File: src/rtl/hb_pkg.sv
package hb_pkg;

  // Decoded request after synchronization.
  typedef enum logic [1:0] {
    REQ_NONE = 2'd0,
    REQ_LO   = 2'd1,
    REQ_HI   = 2'd2,
    REQ_BOTH = 2'd3
  } req_e;

  // hs active high, lsn active low.
  function automatic req_e decode_req(input logic hs, input logic lsn);
    return req_e'({hs, ~lsn});
  endfunction

endpackage

File: src/rtl/hb_sync.sv
module hb_sync #(
  parameter int             W       = 2,
  parameter int             STAGES  = 2,
  parameter logic [W-1:0]   RST_VAL = '0
) (
  input  logic         clk,
  input  logic         rst_n,
  input  logic [W-1:0] d,
  output logic [W-1:0] q
);

  logic [W-1:0] stage_q [STAGES];

  for (genvar s = 0; s < STAGES; s++) begin : g_stage
    if (s == 0) begin : g_first
      always_ff @(posedge clk or negedge rst_n) begin
        if (!rst_n) stage_q[0] <= RST_VAL;
        else        stage_q[0] <= d;
      end
    end else begin : g_next
      always_ff @(posedge clk or negedge rst_n) begin
        if (!rst_n) stage_q[s] <= RST_VAL;
        else        stage_q[s] <= stage_q[s-1];
      end
    end
  end

  assign q = stage_q[STAGES-1];

endmodule

File: src/rtl/hb_dt_timer.sv
module hb_dt_timer #(
  parameter int DT_W = 8
) (
  input  logic            clk,
  input  logic            rst_n,
  input  logic            start,    // an enable fell this edge
  input  logic            hold,     // overlap seen: keep reloading
  input  logic [DT_W-1:0] dt,
  output logic            expired
);

  localparam logic [DT_W-1:0] ONE = DT_W'(1);

  logic [DT_W-1:0] cnt_q, cnt_d;
  logic            cnt_en;

  always_comb begin
    cnt_d  = cnt_q;
    cnt_en = 1'b0;
    if (start) begin
      // Gap of max(dt,1): the turn-off cycle counts as one.
      cnt_d  = (dt == '0) ? '0 : dt - ONE;
      cnt_en = 1'b1;
    end else if (hold) begin
      cnt_d  = dt;
      cnt_en = 1'b1;
    end else if (cnt_q != '0) begin
      cnt_d  = cnt_q - ONE;
      cnt_en = 1'b1;
    end
  end

  always_ff @(posedge clk or negedge rst_n) begin
    if (!rst_n)      cnt_q <= '0;
    else if (cnt_en) cnt_q <= cnt_d;
  end

  assign expired = (cnt_q == '0);

endmodule

File: src/rtl/hb_steer.sv
module hb_steer
  import hb_pkg::*;
(
  input  logic clk,
  input  logic rst_n,
  input  req_e req,
  input  logic halt_n,
  input  logic lo_ok,
  input  logic hi_ok,
  input  logic dt_expired,
  output logic hs_gate,
  output logic ls_gate,
  output logic fall,
  output logic overlap
);

  logic hs_q, ls_q, hs_d, ls_d, gate_en;
  logic want_hi, want_lo;

  always_comb begin
    want_hi = (req == REQ_HI) && halt_n && lo_ok && hi_ok;
    want_lo = (req == REQ_LO) && halt_n && lo_ok;
    // Stay on while requested; turn on only when the other side is off
    // and the dead time has run out.
    hs_d    = want_hi && (hs_q || (!ls_q && dt_expired));
    ls_d    = want_lo && (ls_q || (!hs_q && dt_expired));
    gate_en = (hs_d != hs_q) || (ls_d != ls_q);
    fall    = (hs_q && !hs_d) || (ls_q && !ls_d);
    overlap = (req == REQ_BOTH);
  end

  always_ff @(posedge clk or negedge rst_n) begin
    if (!rst_n) begin
      hs_q <= 1'b0;
      ls_q <= 1'b0;
    end else if (gate_en) begin
      hs_q <= hs_d;
      ls_q <= ls_d;
    end
  end

  assign hs_gate = hs_q;
  assign ls_gate = ls_q;

endmodule

File: src/rtl/hb_gate_ctrl.sv
module hb_gate_ctrl
  import hb_pkg::*;
#(
  parameter int DT_W        = 8,
  parameter int SYNC_STAGES = 2
) (
  input  logic            clk,
  input  logic            rst_n,
  input  logic            hs_cmd,
  input  logic            ls_cmd_n,
  input  logic            halt_n,
  input  logic [DT_W-1:0] dt_cycles,
  input  logic            lo_sup_ok,
  input  logic            hi_sup_ok,
  output logic            hs_gate,
  output logic            ls_gate
);

  localparam int CMD_W = 2;

  // Reset: asserted asynchronously, released on a clock edge.
  logic [1:0] rst_pipe_q;
  logic       arst_n;

  always_ff @(posedge clk or negedge rst_n) begin
    if (!rst_n) rst_pipe_q <= 2'b00;
    else        rst_pipe_q <= {rst_pipe_q[0], 1'b1};
  end
  assign arst_n = rst_pipe_q[1];

  // Command synchronizer; reset value means "no request".
  logic [CMD_W-1:0] cmd_raw, cmd_s;
  assign cmd_raw = {ls_cmd_n, hs_cmd};

  hb_sync #(
    .W       (CMD_W),
    .STAGES  (SYNC_STAGES),
    .RST_VAL (2'b10)
  ) u_sync (
    .clk   (clk),
    .rst_n (arst_n),
    .d     (cmd_raw),
    .q     (cmd_s)
  );

  req_e req;
  assign req = decode_req(cmd_s[0], cmd_s[1]);

  logic dt_expired, fall, overlap;

  hb_steer u_steer (
    .clk        (clk),
    .rst_n      (arst_n),
    .req        (req),
    .halt_n     (halt_n),
    .lo_ok      (lo_sup_ok),
    .hi_ok      (hi_sup_ok),
    .dt_expired (dt_expired),
    .hs_gate    (hs_gate),
    .ls_gate    (ls_gate),
    .fall       (fall),
    .overlap    (overlap)
  );

  hb_dt_timer #(
    .DT_W (DT_W)
  ) u_timer (
    .clk     (clk),
    .rst_n   (arst_n),
    .start   (fall),
    .hold    (overlap),
    .dt      (dt_cycles),
    .expired (dt_expired)
  );

endmodule

File: config.mk
export PLATFORM = sky130hd
export DESIGN_NAME = hb_gate_ctrl
export DESIGN_NICKNAME = d
export VERILOG_FILES = /design/src/rtl/hb_pkg.sv /design/src/rtl/hb_sync.sv /design/src/rtl/hb_dt_timer.sv /design/src/rtl/hb_steer.sv /design/src/rtl/hb_gate_ctrl.sv
export SDC_FILE = /design/constraint.sdc
export NUM_CORES = 1
export LEC_CHECK = 0
export BUFFER_PORTS_ARGS = -buffer_cell sky130_fd_sc_hd__buf_2
export CELL_PAD_IN_SITES_DETAIL_PLACEMENT = 1
export CELL_PAD_IN_SITES_GLOBAL_PLACEMENT = 1
export CORE_UTILIZATION = 45
export CTS_BUF_LIST = sky130_fd_sc_hd__clkbuf_8
export DETAILED_ROUTE_END_ITERATION = 7
export PLACE_DENSITY_LB_ADDON = 0.25
export SKIP_CTS_REPAIR_TIMING = 1
export SLEW_MARGIN = 25
export SYNTH_ARGS = -nofsm -noshare
export SYNTH_HDL_FRONTEND = slang
export SYNTH_SLANG_ARGS = --single-unit
File: constraint.sdc
create_clock -name clk -period 0.8 [get_ports clk]
set_input_delay 0 -clock clk [delete_from_list [all_inputs] [get_ports clk]]
set_output_delay 0 -clock clk [all_outputs]
set_load 0.02 [all_outputs]
==> results of run 1 <==
kinds of logic after synthesis:
family / Yosys count / synth area share
AOI/OAI and AO/OA: 32 / 0.221
and+or+nand+nor: 41 / 0.235
adders and majority gates: 4 / 0.0487
DFF: 16 / 0.392
muxes: 1 / 0.00973
xor gates and xnor gates: 7 / 0.0596
other: 1 / 0.00365
buffers and inverters: 8 / 0.0304
per-stage QoR:
step | instance area, um^2 | setup slack [ns]
floorplan | 1060 | -0.810
CTS | 1480 | -1.05
global placement | 1420 | -0.899
detailed placement | 1420 | -0.932
cells in the mapped netlist:
cell / instances / share of area
dfrtp_1: 14 / 0.34
nand2_1: 8 / 0.029
nor2_1: 8 / 0.029
inv_1: 7 / 0.026
o211ai_1: 5 / 0.037
o21ai_0: 5 / 0.024
ha_1: 4 / 0.049
nor4_1: 4 / 0.024
o21a_1: 4 / 0.029
xor2_1: 4 / 0.034
nand3_1: 3 / 0.015
nor3_1: 3 / 0.015
o32ai_1: 3 / 0.026
or3_1: 3 / 0.018
xnor2_1: 3 / 0.026
a21oi_1: 2 / 0.0097
a31o_1: 2 / 0.017
and3_1: 2 / 0.012
dfstp_2: 2 / 0.051
nand2b_1: 2 / 0.012
nor3b_1: 2 / 0.015
o2111ai_1: 2 / 0.017
o22ai_1: 2 / 0.012
or4_4: 2 / 0.022
a2111oi_0: 1 / 0.0085
a211o_1: 1 / 0.0085
a21boi_0: 1 / 0.0073
a21o_1: 1 / 0.0073
a31oi_1: 1 / 0.0061
buf_2: 1 / 0.0049
conb_1: 1 / 0.0036
mux2i_1: 1 / 0.0097
nand3b_4: 1 / 0.019
nand4bb_1: 1 / 0.011
nor2b_1: 1 / 0.0061
o21ai_1: 1 / 0.0049
o31ai_1: 1 / 0.0073
or4_1: 1 / 0.0073
==> results.cfg, run 1 <==
[floorplanning]
start_util = 0.499
chipWidth_um = 49.8
die_h_um = 49.8
rows = 16
pin_count = 17

[run_status]
stop_stage = 5_1_grt
outcome = did not finish
tool.error = [ERROR DPL-0033] detailed placement checks failed during check placement.

[logic_synthesis]
synth_area_um2 = 1030
synthDistinctLibCells = 38
ys_ff_latch = 16
yosysSeqAreaShare = 0.392
netlist_instances = 110
yosysWarnings = 0
syn_avg_cell_area_um2 = 9.35
syn_nets = 129

[placement]
dp.final_hpwl_um = 3500
numPlacedInstances = 186
io_buffers = 16
place_congestion = 0.876

[timing]
worstEpCategory = sequential cell input
postGrtWorstEndpoint = u_timer.cnt_q[6]$_DFFE_PN0P_/D

[clock_tree]
cts_sinks = 16
cts_buffer_depth = 2
numCtsBuffers = 3
cts_root_buf = clkbuf_8
htreeDepth = 1

[global_routing]
antenna_found_initial = 0
grt_max_degree = 11
==> run 2: changes to the inputs <==
--- a/config.mk
+++ b/config.mk
@@ -6,12 +6,10 @@
 export NUM_CORES = 1
 export LEC_CHECK = 0
 export BUFFER_PORTS_ARGS = -buffer_cell sky130_fd_sc_hd__buf_2
-export CELL_PAD_IN_SITES_DETAIL_PLACEMENT = 1
-export CELL_PAD_IN_SITES_GLOBAL_PLACEMENT = 1
-export CORE_UTILIZATION = 45
-export CTS_BUF_LIST = sky130_fd_sc_hd__clkbuf_8
+export CORE_AREA = 2 2 63 65
 export DETAILED_ROUTE_END_ITERATION = 7
-export PLACE_DENSITY_LB_ADDON = 0.25
+export DIE_AREA = 0 0 65 67
+export PLACE_DENSITY_LB_ADDON = 0.15
 export SKIP_CTS_REPAIR_TIMING = 1
 export SLEW_MARGIN = 25
 export SYNTH_ARGS = -nofsm -noshare
==> results.cfg, run 2 <==
[run_status]
outcome = finished with violations
violations = setup timing

[layout]
layout_common_cells = buf_4 (35), buf_2 (14), dfrtp_1 (14), nand2_1 (8), nor2_1 (8)
top_register = u_timer.cnt_q
fin_nets = 190
finish.instance_area_um2 = 1610
final_util = 0.447
layout_commonest_cell = buf_4
area_growth_pct = 56.8
largest_reg_flops = 8
final_cells = 218
drive_gt1_frac = 0.406
antenna_cells = 0

[pwr]
ir_drop_v = 0.00107
p_total_mw = 2.81
cellPowerDensity_nw_per_um2 = 1740
internal_power_mw = 1.94
clkPwrFrac = 0.259
swShare = 0.310
combPwrFrac = 0.351
leakage_nw = 0.723
p_sw_mw = 0.872
seq_power_share = 0.390

[worst_setup_path]
crit_family = simple AND/OR/NAND/NOR gates
critical_path.max_stage_delay_ns = 0.55
path_buf_inv = 0
crit_chain = or4_4 > or3_1 > a31o_1 > o22ai_2
cp_data_arrival_time_ns = 1.88
cp_slowest_cell = or4_4
r2r_setup_slack_ns = -0.91
crit_path_start_kind = flip-flop
critPathCaptureType = flip-flop
worstSetupPathType = reg2reg
cp_max_fo = 4
reg2reg_to = u_timer.cnt_q[5]
rr_startpoint = u_timer.cnt_q[3]
r2r_cells = 4
cp.required_ns = 0.97

[logic_synthesis]
synth_area_leader_cell = dfrtp_1
synth_top_area_share = 0.341
yosysSeqAreaShare = 0.392
netlist_instances = 110
yosysMostFrequentCell = dfrtp_1
ys_ff_latch = 16
synth_commonest_cells = dfrtp_1 (14), nand2_1 (8), nor2_1 (8)
syn_avg_cell_area_um2 = 9.35
async_reset_ff_frac = 1.00
syn_nets = 129
synth_area_um2 = 1030
yosysWarnings = 0
synthDistinctLibCells = 38
synthFlopType = dfrtp_1
synth_area_leaders = dfrtp_1 (34%), dfstp_2 (5.1%), ha_1 (4.9%)
synth_edf_count = 0

[min_path]
min_path_type = in2reg
min_to = u_steer.hs_gate
whs_path_depth = 3
min-delay-start = hi_sup_ok

[global_routing]
grt_usage = 0.148
grt_pass1_wl_um = 4840
antenna_found_initial = 0
grt_max_degree = 15
grt_pass1_vias = 1061
grt_overflow = 0

[timing]
setup_tns_ns = -8.23
maxSlewViolCount = 0
clock-skew-final_ns = 0.00483
setup_viol = 12
rsz0062_at_grt = yes
fmax_ghz = 0.586
hold_violations = 0
period_share = 2.13
holdWs_ns = 0.0498
fin_ws_ns = -0.908
fin_crit_ns = 1.71

[placement]
place_ws_ns = -0.911
io_buffers = 16
dpl_cell_area_um2 = 1490
numPlacedInstances = 211
place_congestion = 0.878
dp.final_hpwl_um = 2350

[clock_tree]
cts_sinks = 16
cts_tree = done
cts.clk_slew.worst_paths_ns = 0.07
clk_latency_ns = 0.25
htreeDepth = 1
cts_root_buf = clkbuf_8
cts_buffer_depth = 2
numCtsBuffers = 3

[routing]
routedWlPerCell_um = 13.6
drtIter0Drc = 55
first_pass_iters = 4
via_per_inst = 4.87
ant_nets = 0
post-route-drc-count = 0
num_vias = 1061
wl_um = 2970

[floorplanning]
pin_count = 17
die_h_um = 67
start_util = 0.285
chipWidth_um = 65
die-area_um2 = 4360
core_um2 = 3610
rows = 22

[run]
maxCapViolations = 0
## run 2: layout make-up
| type | count | area [um^2] |
|---|---|---|
| Sequential cell | 16 | 403 |
| Clock buffer | 4 | 55.1 |
| Tap cell | 48 | 60.1 |
| Timing Repair Buffer | 57 | 428 |
| Inverter | 7 | 26.3 |
| Multi-Input combinational cell | 86 | 641 |
| Fill cell | 381 | 1990 |
## run 2: power groups by stage
stage / Clock (mW) / Sequential (mW) / Combinational, mW
after floorplan: 0 / 1.11 / 0.444
after global placement: 0 / 1.10 / 0.947
after detailed placement: 0 / 1.11 / 0.943
after CTS: 0.750 / 1.09 / 0.955
after global routing: 0.792 / 1.12 / 1.09
final: 0.729 / 1.10 / 0.987
## run 2: worst max path at each step
stage	startpoint	end	slack [ns]	depth (start not counted)
floorplan	u_timer.cnt_q[4]	u_timer.cnt_q[6]	-0.81	4
global placement	u_timer.cnt_q[0]	u_timer.cnt_q[5]	-0.85	4
detailed placement	u_timer.cnt_q[0]	u_timer.cnt_q[5]	-0.91	4
CTS	u_timer.cnt_q[0]	u_timer.cnt_q[5]	-0.94	4
global route	u_timer.cnt_q[3]	u_timer.cnt_q[6]	-0.95	4
finish	u_timer.cnt_q[3]	u_timer.cnt_q[5]	-0.91	4
## run 2: tightest hold or removal path, stage by stage
cell and delay (ns):
buf_2 0.11, nand3_4 0.10, nor3_1 0.05
## run 2: cell families (layout without fill, tap and decap cells)
logic type               after synthesis  after routing  share of synthesized area
flip-flops                            16             16                      0.392
multiplexers                           1              1                    0.00973
buffers and inverters                  8             68                     0.0304
AND/OR/NAND/NOR                       41             41                      0.235
AO/OA/AOI/OAI                         32             32                      0.221
adder cells (fa/ha/maj)                4              4                     0.0487
other                                  1              1                    0.00365
XOR/XNOR                               7              7                     0.0596
## run 2: routing by layer
layer	vias to the layer above	global-route usage	wire length, um	share of wire
met3	2	0.0203	64	0.022
met5	-	0	0	0
met4	0	0.0399	19	0.0064
li1	533	-	-	-
met2	20	0.267	1500	0.51
met1	506	0.185	1390	0.47
Power figures use the tool's default switching activity.
